$ cat config.mk
export PLATFORM = sky130hd
export DESIGN_NAME = i2cs_slave
export DESIGN_NICKNAME = d
export VERILOG_FILES = /design/src/rtl/i2cs_pkg.sv /design/src/rtl/i2cs_line_filter.sv /design/src/rtl/i2cs_datapath.sv /design/src/rtl/i2cs_control.sv /design/src/rtl/i2cs_slave.sv
export SDC_FILE = /design/constraint.sdc
export NUM_CORES = 1
export LEC_CHECK = 0
export ABC_AREA = 1
export BUFFER_PORTS_ARGS = -buffer_cell sky130_fd_sc_hd__buf_2
export CAP_MARGIN = 20
export CORE_AREA = 10 10 112 114
export CTS_CLUSTER_SIZE = 20
export DETAILED_ROUTE_END_ITERATION = 10
export DIE_AREA = 0 0 122 124
export GPL_ROUTABILITY_DRIVEN = 0
export SLEW_MARGIN = 15
export SYNTH_ARGS = -nofsm -noshare
export SYNTH_HDL_FRONTEND = slang
export SYNTH_HIERARCHICAL = 1
export SYNTH_SLANG_ARGS = --single-unit
$ cat constraint.sdc
create_clock -name clk -period 5.2 [get_ports clk]
set_input_delay 0.26 -clock clk [delete_from_list [all_inputs] [get_ports clk]]
set_output_delay 0.26 -clock clk [all_outputs]
set_load 0.05 [all_outputs]
$ cat src/rtl/i2cs_pkg.sv
package i2cs_pkg;
  localparam int ADDR_W = 7;
  localparam int BYTE_W = 8;
  localparam int CNT_W  = $clog2(BYTE_W + 1);

  typedef enum logic [3:0] {
    ST_IDLE, ST_RX, ST_WAIT, ST_SETUP, ST_ACK,
    ST_TX, ST_TXACK, ST_WAITTX, ST_IGNORE
  } ctlState_e;

  typedef struct packed {
    logic clrBits;
    logic shiftIn;
    logic fallSeen;
    logic bitInc;
    logic txAdvance;
    logic loadTx;
    logic latchRx;
  } dpStrobe_t;
endpackage

$ cat src/rtl/i2cs_line_filter.sv
module i2cs_line_filter #(
  parameter int SYNC_STAGES = 2,
  parameter int FILT_LEN    = 3
) (
  input  logic clk,
  input  logic rstN,
  input  logic rawIn,
  output logic lvl,
  output logic rise,
  output logic fall
);
  localparam int CW = $clog2(FILT_LEN + 1);

  logic [SYNC_STAGES-1:0] syncQ;
  logic [CW-1:0]          stableCnt;
  logic                   lvlQ, prevQ;
  logic                   syncOut;

  assign syncOut = syncQ[SYNC_STAGES-1];

  always_ff @(posedge clk or negedge rstN) begin
    if (!rstN) begin
      syncQ     <= '1;
      lvlQ      <= 1'b1;
      prevQ     <= 1'b1;
      stableCnt <= '0;
    end else begin
      syncQ <= {syncQ[SYNC_STAGES-2:0], rawIn};
      prevQ <= lvlQ;
      if (syncOut == lvlQ) begin
        stableCnt <= '0;
      end else if (stableCnt == CW'(FILT_LEN - 1)) begin
        lvlQ      <= syncOut;
        stableCnt <= '0;
      end else begin
        stableCnt <= stableCnt + CW'(1);
      end
    end
  end

  assign lvl  = lvlQ;
  assign rise = lvlQ & ~prevQ;
  assign fall = ~lvlQ & prevQ;
endmodule

$ cat src/rtl/i2cs_datapath.sv
module i2cs_datapath
  import i2cs_pkg::*;
(
  input  logic              clk,
  input  logic              rstN,
  input  dpStrobe_t         strb,
  input  logic              sdaLvl,
  input  logic [BYTE_W-1:0] rspData,
  input  logic [ADDR_W-1:0] ownAddr,
  input  logic [ADDR_W-1:0] altAddr,
  input  logic              altIsMask,
  input  logic              genCallEn,
  output logic              byteDone,
  output logic              byteOpen,
  output logic              txBit,
  output logic              rwBit,
  output logic              addrHit,
  output logic [BYTE_W-1:0] rxByte
);
  logic [BYTE_W-1:0] shiftQ;
  logic [BYTE_W-1:0] rxQ;
  logic [CNT_W-1:0]  bitCnt;
  logic              openQ;
  logic [ADDR_W-1:0] addrSeen;
  logic              hitOwn, hitAlt, hitGc;

  always_ff @(posedge clk or negedge rstN) begin
    if (!rstN) begin
      shiftQ <= '0;
      rxQ    <= '0;
      bitCnt <= '0;
      openQ  <= 1'b0;
    end else begin
      if (strb.clrBits) begin
        bitCnt <= '0;
        openQ  <= 1'b0;
      end else if (strb.loadTx) begin
        shiftQ <= rspData;
        bitCnt <= '0;
        openQ  <= 1'b0;
      end else if (strb.shiftIn) begin
        shiftQ <= {shiftQ[BYTE_W-2:0], sdaLvl};
        bitCnt <= bitCnt + CNT_W'(1);
      end else if (strb.bitInc) begin
        bitCnt <= bitCnt + CNT_W'(1);
      end
      if (strb.txAdvance) shiftQ <= {shiftQ[BYTE_W-2:0], 1'b1};
      if (strb.fallSeen && bitCnt != '0) openQ <= 1'b1;
      if (strb.latchRx) rxQ <= shiftQ;
    end
  end

  assign addrSeen = shiftQ[BYTE_W-1:1];
  assign hitOwn   = (addrSeen == ownAddr);
  assign hitAlt   = altIsMask ? (((addrSeen ^ ownAddr) & ~altAddr) == '0)
                              : (addrSeen == altAddr);
  assign hitGc    = genCallEn && (addrSeen == '0);

  assign addrHit  = hitOwn | hitAlt | hitGc;
  assign rwBit    = shiftQ[0];
  assign txBit    = shiftQ[BYTE_W-1];
  assign byteDone = (bitCnt == CNT_W'(BYTE_W));
  assign byteOpen = openQ;
  assign rxByte   = rxQ;
endmodule

$ cat src/rtl/i2cs_control.sv
module i2cs_control
  import i2cs_pkg::*;
#(
  parameter int SETUP_CYC = 4
) (
  input  logic      clk,
  input  logic      rstN,
  input  logic      sclLvl,
  input  logic      sclRise,
  input  logic      sclFall,
  input  logic      sdaLvl,
  input  logic      sdaRise,
  input  logic      sdaFall,
  input  logic      swMatch,
  input  logic      rspValid,
  input  logic      rspAck,
  input  logic      byteDone,
  input  logic      byteOpen,
  input  logic      txBit,
  input  logic      rwBit,
  input  logic      addrHit,
  output dpStrobe_t strb,
  output logic      sclPullLow,
  output logic      sdaPullLow,
  output logic      evAddr,
  output logic      evRxData,
  output logic      evTxReq,
  output logic      evCollision,
  output logic      evBusErr
);
  localparam int HCW = $clog2(SETUP_CYC + 1);

  ctlState_e state, nxt;
  logic isAddr, isAddrN, readXfer, readN, ackReg, ackN;
  logic masterAck, mAckN, toTx, toTxN;
  logic [HCW-1:0] holdCnt, holdN;
  logic eAddr, eRx, eTx, eColl, eBus;
  logic startCond, stopCond, inByte;

  assign startCond = sdaFall & sclLvl;
  assign stopCond  = sdaRise & sclLvl;
  assign inByte    = (state == ST_RX) || (state == ST_TX);

  always_comb begin
    nxt = state; strb = '0;
    isAddrN = isAddr; readN = readXfer; ackN = ackReg;
    mAckN = masterAck; toTxN = toTx; holdN = holdCnt;
    eAddr = 1'b0; eRx = 1'b0; eTx = 1'b0; eColl = 1'b0; eBus = 1'b0;
    if (startCond) begin
      eBus = inByte && byteOpen;
      nxt = ST_RX; isAddrN = 1'b1; strb.clrBits = 1'b1;
    end else if (stopCond) begin
      eBus = inByte && byteOpen;
      nxt = ST_IDLE;
    end else begin
      case (state)
        ST_RX: begin
          if (sclRise) begin
            strb.shiftIn = 1'b1;
          end else if (sclFall) begin
            strb.fallSeen = 1'b1;
            if (byteDone) begin
              strb.latchRx = 1'b1;
              if (!isAddr) begin
                eRx = 1'b1; nxt = ST_WAIT;
              end else if (swMatch || addrHit) begin
                eAddr = 1'b1; readN = rwBit; nxt = ST_WAIT;
              end else begin
                nxt = ST_IGNORE;
              end
            end
          end
        end
        ST_WAIT: if (rspValid) begin
          ackN = rspAck; toTxN = 1'b0; holdN = '0; nxt = ST_SETUP;
          strb.loadTx = isAddr && readXfer && rspAck;
        end
        ST_SETUP: begin
          if (holdCnt == HCW'(SETUP_CYC - 1)) nxt = toTx ? ST_TX : ST_ACK;
          else holdN = holdCnt + HCW'(1);
        end
        ST_ACK: if (sclFall) begin
          isAddrN = 1'b0;
          if (!ackReg) nxt = ST_IGNORE;
          else if (readXfer) nxt = ST_TX;
          else begin nxt = ST_RX; strb.clrBits = 1'b1; end
        end
        ST_TX: begin
          if (sclRise) begin
            if (txBit && !sdaLvl) begin eColl = 1'b1; nxt = ST_IGNORE; end
            else strb.bitInc = 1'b1;
          end else if (sclFall) begin
            if (byteDone) nxt = ST_TXACK;
            else begin strb.txAdvance = 1'b1; strb.fallSeen = 1'b1; end
          end
        end
        ST_TXACK: begin
          if (sclRise) mAckN = !sdaLvl;
          else if (sclFall) begin
            if (masterAck) begin eTx = 1'b1; nxt = ST_WAITTX; end
            else nxt = ST_IGNORE;
          end
        end
        ST_WAITTX: if (rspValid) begin
          strb.loadTx = 1'b1; toTxN = 1'b1; holdN = '0; nxt = ST_SETUP;
        end
        default: ;
      endcase
    end
  end

  always_ff @(posedge clk or negedge rstN) begin
    if (!rstN) begin
      state <= ST_IDLE; isAddr <= 1'b0; readXfer <= 1'b0; ackReg <= 1'b0;
      masterAck <= 1'b0; toTx <= 1'b0; holdCnt <= '0;
      evAddr <= 1'b0; evRxData <= 1'b0; evTxReq <= 1'b0;
      evCollision <= 1'b0; evBusErr <= 1'b0;
    end else begin
      state <= nxt; isAddr <= isAddrN; readXfer <= readN; ackReg <= ackN;
      masterAck <= mAckN; toTx <= toTxN; holdCnt <= holdN;
      evAddr <= eAddr; evRxData <= eRx; evTxReq <= eTx;
      evCollision <= eColl; evBusErr <= eBus;
    end
  end

  assign sclPullLow = (state == ST_WAIT) || (state == ST_WAITTX) || (state == ST_SETUP);

  always_comb begin
    if ((state == ST_SETUP && !toTx) || state == ST_ACK) sdaPullLow = ackReg;
    else if ((state == ST_SETUP && toTx) || state == ST_TX) sdaPullLow = !txBit;
    else sdaPullLow = 1'b0;
  end
endmodule

$ cat src/rtl/i2cs_slave.sv
module i2cs_slave
  import i2cs_pkg::*;
#(
  parameter int SYNC_STAGES = 2,
  parameter int FILT_LEN    = 3,
  parameter int SETUP_CYC   = 4
) (
  input  logic              clk,
  input  logic              rstN,
  input  logic              sclIn,
  input  logic              sdaIn,
  output logic              sclPullLow,
  output logic              sdaPullLow,
  input  logic [ADDR_W-1:0] ownAddr,
  input  logic [ADDR_W-1:0] altAddr,
  input  logic              altIsMask,
  input  logic              genCallEn,
  input  logic              swMatch,
  input  logic              rspValid,
  input  logic              rspAck,
  input  logic [BYTE_W-1:0] rspData,
  output logic              evAddr,
  output logic              evRxData,
  output logic              evTxReq,
  output logic              evCollision,
  output logic              evBusErr,
  output logic [BYTE_W-1:0] rxByte
);
  localparam int N_LINES = 2;

  logic [N_LINES-1:0] rawBus, lineLvl, lineRise, lineFall;
  dpStrobe_t strb;
  logic byteDone, byteOpen, txBit, rwBit, addrHit;

  assign rawBus = {sdaIn, sclIn};

  for (genvar gi = 0; gi < N_LINES; gi++) begin : g_line
    i2cs_line_filter #(.SYNC_STAGES(SYNC_STAGES), .FILT_LEN(FILT_LEN)) u_filt (
      .clk(clk), .rstN(rstN), .rawIn(rawBus[gi]),
      .lvl(lineLvl[gi]), .rise(lineRise[gi]), .fall(lineFall[gi])
    );
  end

  i2cs_control #(.SETUP_CYC(SETUP_CYC)) u_ctl (
    .clk(clk), .rstN(rstN),
    .sclLvl(lineLvl[0]), .sclRise(lineRise[0]), .sclFall(lineFall[0]),
    .sdaLvl(lineLvl[1]), .sdaRise(lineRise[1]), .sdaFall(lineFall[1]),
    .swMatch(swMatch), .rspValid(rspValid), .rspAck(rspAck),
    .byteDone(byteDone), .byteOpen(byteOpen), .txBit(txBit),
    .rwBit(rwBit), .addrHit(addrHit), .strb(strb),
    .sclPullLow(sclPullLow), .sdaPullLow(sdaPullLow),
    .evAddr(evAddr), .evRxData(evRxData), .evTxReq(evTxReq),
    .evCollision(evCollision), .evBusErr(evBusErr)
  );

  i2cs_datapath u_dp (
    .clk(clk), .rstN(rstN), .strb(strb), .sdaLvl(lineLvl[1]),
    .rspData(rspData), .ownAddr(ownAddr), .altAddr(altAddr),
    .altIsMask(altIsMask), .genCallEn(genCallEn),
    .byteDone(byteDone), .byteOpen(byteOpen), .txBit(txBit),
    .rwBit(rwBit), .addrHit(addrHit), .rxByte(rxByte)
  );
endmodule

# Yosys cells after proc, flatten, opt, wreduce, memory -nomap -nowiden

Index checks and enable logic that the tools add are counted.

Word-level logic and storage cells: 221
Register bits: 50

Muxes and demuxes: 102
Add/sub/neg operators: 4
Reductions and logical operators: 39
Bitwise operators: 20
Equality and inequality tests: 32

Operator list:

| cell                 | number |
|---|---|
| $mux W4              | 22 |
| $mux W1              | 61 |
| $mux W8              | 4 |
| $ne A4 B2 Y1 const B | 6 |
| $pmux W4 S6          | 1 |
| $eq A4 B3 Y1 const B | 4 |
| $eq A7 B7 Y1         | 2 |
| $logic_not A7 Y1     | 2 |
| $reduce_and A12 Y1   | 1 |
| $mux W2              | 5 |
| $ne A5 B3 Y1 const B | 2 |
| $reduce_and A5 Y1    | 2 |
| $mux W3              | 3 |
| $not A1 Y1           | 9 |
| $eq A4 B2 Y1 const B | 2 |
| $logic_and A1 B1 Y1  | 8 |
| $ne A2 B2 Y1 const B | 4 |
| $ne A4 B1 Y1 const B | 2 |
| $reduce_and A4 Y1    | 2 |
| $reduce_and A8 Y1    | 1 |
| $reduce_bool A2 Y1   | 4 |
| $reduce_bool A4 Y1   | 2 |
| $reduce_bool A8 Y1   | 1 |
| $and A7 B7 Y7        | 1 |
| other kinds (24)     | 46 |

# Logic depth before layout (Yosys ltp)

Word-level depth: 15
Depth in mapped cells: 16
Depth with buffers taken out: 16

# Modules after synthesis

Netlist, hierarchy kept.

By module, submodules not included:

| module           | cells an instance | sequential area each (um^2) | area each (um^2) | instances |
|---|---|---|---|---|
| i2cs_datapath    | 180               | 525.5                       | 1295.0           | 1 |
| i2cs_control     | 204               | 425.4                       | 1261.2           | 1 |
| i2cs_line_filter | 25                | 155.1                       | 232.7            | 2 |

# Least setup slack after synthesis

OpenSTA, ideal clock, no wires.

Path type: register -> output
Start point: reg u_ctl.state[3]
End point: out sdaPullLow
Stages on the path, launching flop included: 8
Path buffers: 0
Path slack: 2922 ps
Arrival: 2018 ps
Path through: dfrtp_1 inv_2 nand2_2 nor2_1 inv_1 nand2_1 inv_1 o21ai_0

Cells in the longest elaborated chain, start to end: 5

RTL lines:

| item                     | line                                     | RTL |
|---|---|---|
| start: declaration       | i2cs_control.sv:33                       | `ctlState_e state, nxt;` |
| start signal: assignment | i2cs_control.sv:119                      | `state <= nxt; isAddr <= isAddrN; readXfer <= readN; ackReg <= ackN;` |
| $eq A4 B2 Y1             | i2cs_control.sv:129, i2cs_control.sv:130 |  |
| $logic_and A1 B1 Y1      | i2cs_control.sv:130                      | `else if ((state == ST_SETUP && toTx) \|\| state == ST_TX) sdaPullLow = !txBit;` |
| $logic_or A1 B1 Y1       | i2cs_control.sv:130                      |  |
| $mux W1                  | i2cs_control.sv:130                      |  |
| $mux W1 *                | i2cs_control.sv:129                      | `if ((state == ST_SETUP && !toTx) \|\| state == ST_ACK) sdaPullLow = ackReg;` |
| end: declaration         | i2cs_slave.sv:13                         | `output logic sdaPullLow,` |

Mark *: on every way between the ends. The rest lies on a longest branch, timed or not.

==> impl_metrics.env <==
export IMPL_die_y_um=124
export IMPL_peakVddDrop_v=0.0001711
export IMPL_multi_input_area_um2=1476
export IMPL_status="finished clean"
export IMPL_synthSimpleGateAreaFrac_pct=35.90
export IMPL_antenna_found_initial=0
export IMPL_synth_area_um2=3022
export IMPL_routedWlPerCell_um=12.65
export IMPL_final_area_um2=3513
export IMPL_synthAdderAreaFrac_pct=1.656
export IMPL_tns_ns=0
export IMPL_io_buffers=45
export IMPL_placed_cell_area_um2=3388
export IMPL_root_buffer="clkbuf_8"
export IMPL_cp_end_kind="flip-flop"
export IMPL_clkTransAtPathRegs_ns=0.10
export IMPL_drv_slew=0
export IMPL_min_period_ns=2.838
export IMPL_skew_ns=0.009570
export IMPL_grt_max_degree=51
export IMPL_vias=2756
export IMPL_hold_violations=0
export IMPL_area_growth_pct=16.27
export IMPL_drc=0
export IMPL_wl_mm=7.844
export IMPL_synth_nets=469
export IMPL_grt_pass1_vias=2731
export IMPL_synthCells=434
export IMPL_track_usage_pct=10.56
export IMPL_htree_levels=2
export IMPL_cts_max_path_buffers=2
export IMPL_nets=518
export IMPL_cts_tree="built"
export IMPL_antenna_cells=0
export IMPL_fmax_mhz=352.4
export IMPL_synth_top_family_by_area="simple AND/OR/NAND/NOR gates"
export IMPL_synth_xor_area_share_pct=0.5797
export IMPL_p_leak_uw=0.001920
export IMPL_required_ns=5.40
export IMPL_path_delay_family="simple AND/OR/NAND/NOR gates"
export IMPL_timing_slew_headroom_pct=55.22
export IMPL_yosysTopAreaCellShare_pct=34.78
export IMPL_final_antenna_net_count=0
export IMPL_hpwl_mm=6.087
export IMPL_drtIter0Drc=170
export IMPL_drive_gt1_share_pct=19.21
export IMPL_start_util_pct=29.53
export IMPL_rows=37
export IMPL_synth_area_leaders="dfrtp_1 (35%), nand2_1 (15%), nor2_1 (8.8%)"
export IMPL_seq_area_frac_synth_pct=41.74
export IMPL_ys_ff_latch=50
export IMPL_first_pass_iters=4
export IMPL_n_fill_cell=1066
export IMPL_post_cts_setup_buffers=0
export IMPL_avgSynthCellArea_um2=6.962
export IMPL_coreArea_um2=10230
export IMPL_die_w_um=122
export IMPL_seqCellArea_um2=1261
export IMPL_drv_cap=0
export IMPL_final_common_cell="nand2_1"
export IMPL_io_pins=46
export IMPL_grt_overflow_total=0
export IMPL_final_cell_mix="nand2_1 (124), nor2_1 (71), inv_1 (60)"
export IMPL_cts_hold_buf=0
export IMPL_rsz0062_at_grt="no"
export IMPL_dieArea_um2=15130
export IMPL_critPathMaxStageDelay_ns=0.54
export IMPL_path_cells="nor2_1 -> nand2_1 -> nand2_2 -> nor2_1 -> nand2_1 -> o21ai_0 -> nand2_1 -> o211ai_1 -> o21ai_1"
export IMPL_synth_compound_area_share_pct=9.979
export IMPL_worstPathMaxFanout=14
export IMPL_crit_arrival_ns=3.04
export IMPL_worst_pin_slew_ns=0.6660
export IMPL_critical_path_class="flip-flop to flip-flop"
export IMPL_slowest_stage="dfstp_2"
export IMPL_yosysUniqueCellTypes=33
export IMPL_clock_latency_ns=0.31
export IMPL_grt_pass1_wl_mm=13.17
export IMPL_cts_resized_gates=0
export IMPL_critPathBufInv=0
export IMPL_synth_mux_area_share_pct=0.7453
export IMPL_ys_warnings_count=6
export IMPL_cp_start_kind="flip-flop"
export IMPL_powerDensity_nw_per_um2=508.4
export IMPL_min_period_over_period_pct=54.57
export IMPL_clkSinkCount=50
export IMPL_numCtsBuffers=5
export IMPL_yosysTopAreaCell="dfrtp_1"
export IMPL_hold_path_class="input pin to flip-flop"
export IMPL_cpMostUsedCell="nand2_1"
export IMPL_vias_per_cell=4.445
export IMPL_setup_viol=0
-- final timing paths --
path / startpoint / endpoint / slack [ns] / depth (start not counted)
worst max register to register: g_line[1].u_filt/prevQ / u_dp/shiftQ[4] / 2.36 / 9
worst min register to register: g_line[0].u_filt/syncQ[0] / g_line[0].u_filt/syncQ[1] / 0.36 / 0
min in group asynchronous: rstN / u_ctl/state[2] / 0.05 / 2
worst min-delay path: sdaIn / g_line[1].u_filt/syncQ[0] / 0.04 / 1
max in group asynchronous: rstN / u_dp/bitCnt[3] / 4.70 / 2
worst max-delay path: g_line[1].u_filt/prevQ / u_dp/shiftQ[4] / 2.36 / 9
-- through the flow --
step / total power, µW / hold slack, ns / util (%) / setup slack, ns / cells
2_1_floorplan: 1277 / -0.03559 / - / 2.922 / 434
3_3_place_gp: 1475 / 0.3467 / 33.12 / 2.579 / 611
3_5_place_dp: 1492 / 0.3473 / 33.12 / 2.423 / 611
4_1_cts: 1793 / 0.02888 / 34.27 / 2.402 / 619
5_1_grt: 1957 / 0.02064 / 34.34 / 2.051 / 620
6_report: 1786 / 0.04276 / 34.34 / 2.362 / 620
-- Yosys cell counts, drive strengths merged --
library cell,count
a21oi,9
a22o,1
a22oi,1
buf,4
clkbuf,1
dfrtp,42
dfstp,8
ha,4
inv,66
mux2,2
nand2,134
nand3,33
nand3b,1
nand4,5
nor2,75
nor3,4
o211ai,7
o21ai,23
o21bai,6
o31ai,1
or2,5
xor2,2
-- kinds of logic (layout without fill, tap and decap cells) --
group | Yosys count | after routing
DFF | 50 | 50
buffers and inverters | 71 | 121
AOI/OAI and AO/OA | 48 | 48
and+or+nand+nor | 257 | 257
adders and majority gates | 4 | 4
muxes | 2 | 2
xor gates and xnor gates | 2 | 2
-- flip-flops by register name (all words and copies together) (netlist names), 2 cells and up --
register / count
u_ctl/state: 4
g_line.u_filt/syncQ: 4
u_ctl/holdCnt: 3
g_line.u_filt/lvl: 2
u_dp/rxByte: 8
u_dp/shiftQ: 8
u_dp/bitCnt: 4
g_line.u_filt/stableCnt: 4
g_line.u_filt/prevQ: 2
-- where the power goes --
| part | internal (µW) | leakage, µW | switching (µW) |
|---|---|---|---|
| sequential | 519 | 0.000633 | 117 |
| clock | 147 | 0.0000563 | 143 |
| combinational | 273 | 0.00123 | 587 |
-- layer usage --
layer | share of wire, % | track usage, % | wire length [µm] | vias to the layer above
met5 | 0 | 0 | 0 | -
met4 | 0.80 | 2.310 | 63 | 0
met3 | 5.8 | 2.941 | 452 | 6
met2 | 46 | 17.56 | 3626 | 68
met1 | 47 | 13.34 | 3702 | 1227
li1 | - | - | - | 1455
-- layout make-up --
class / count / area share, %
Clock buffer: 5 / 1.959
Inverter: 66 / 7.051
Sequential cell: 50 / 35.90
Clock inverter: 3 / 1.389
Tap cell: 136 / 4.843
Multi-Input combinational cell: 313 / 42.02
Timing Repair Buffer: 47 / 6.838
Power figures use the tool's default switching activity.
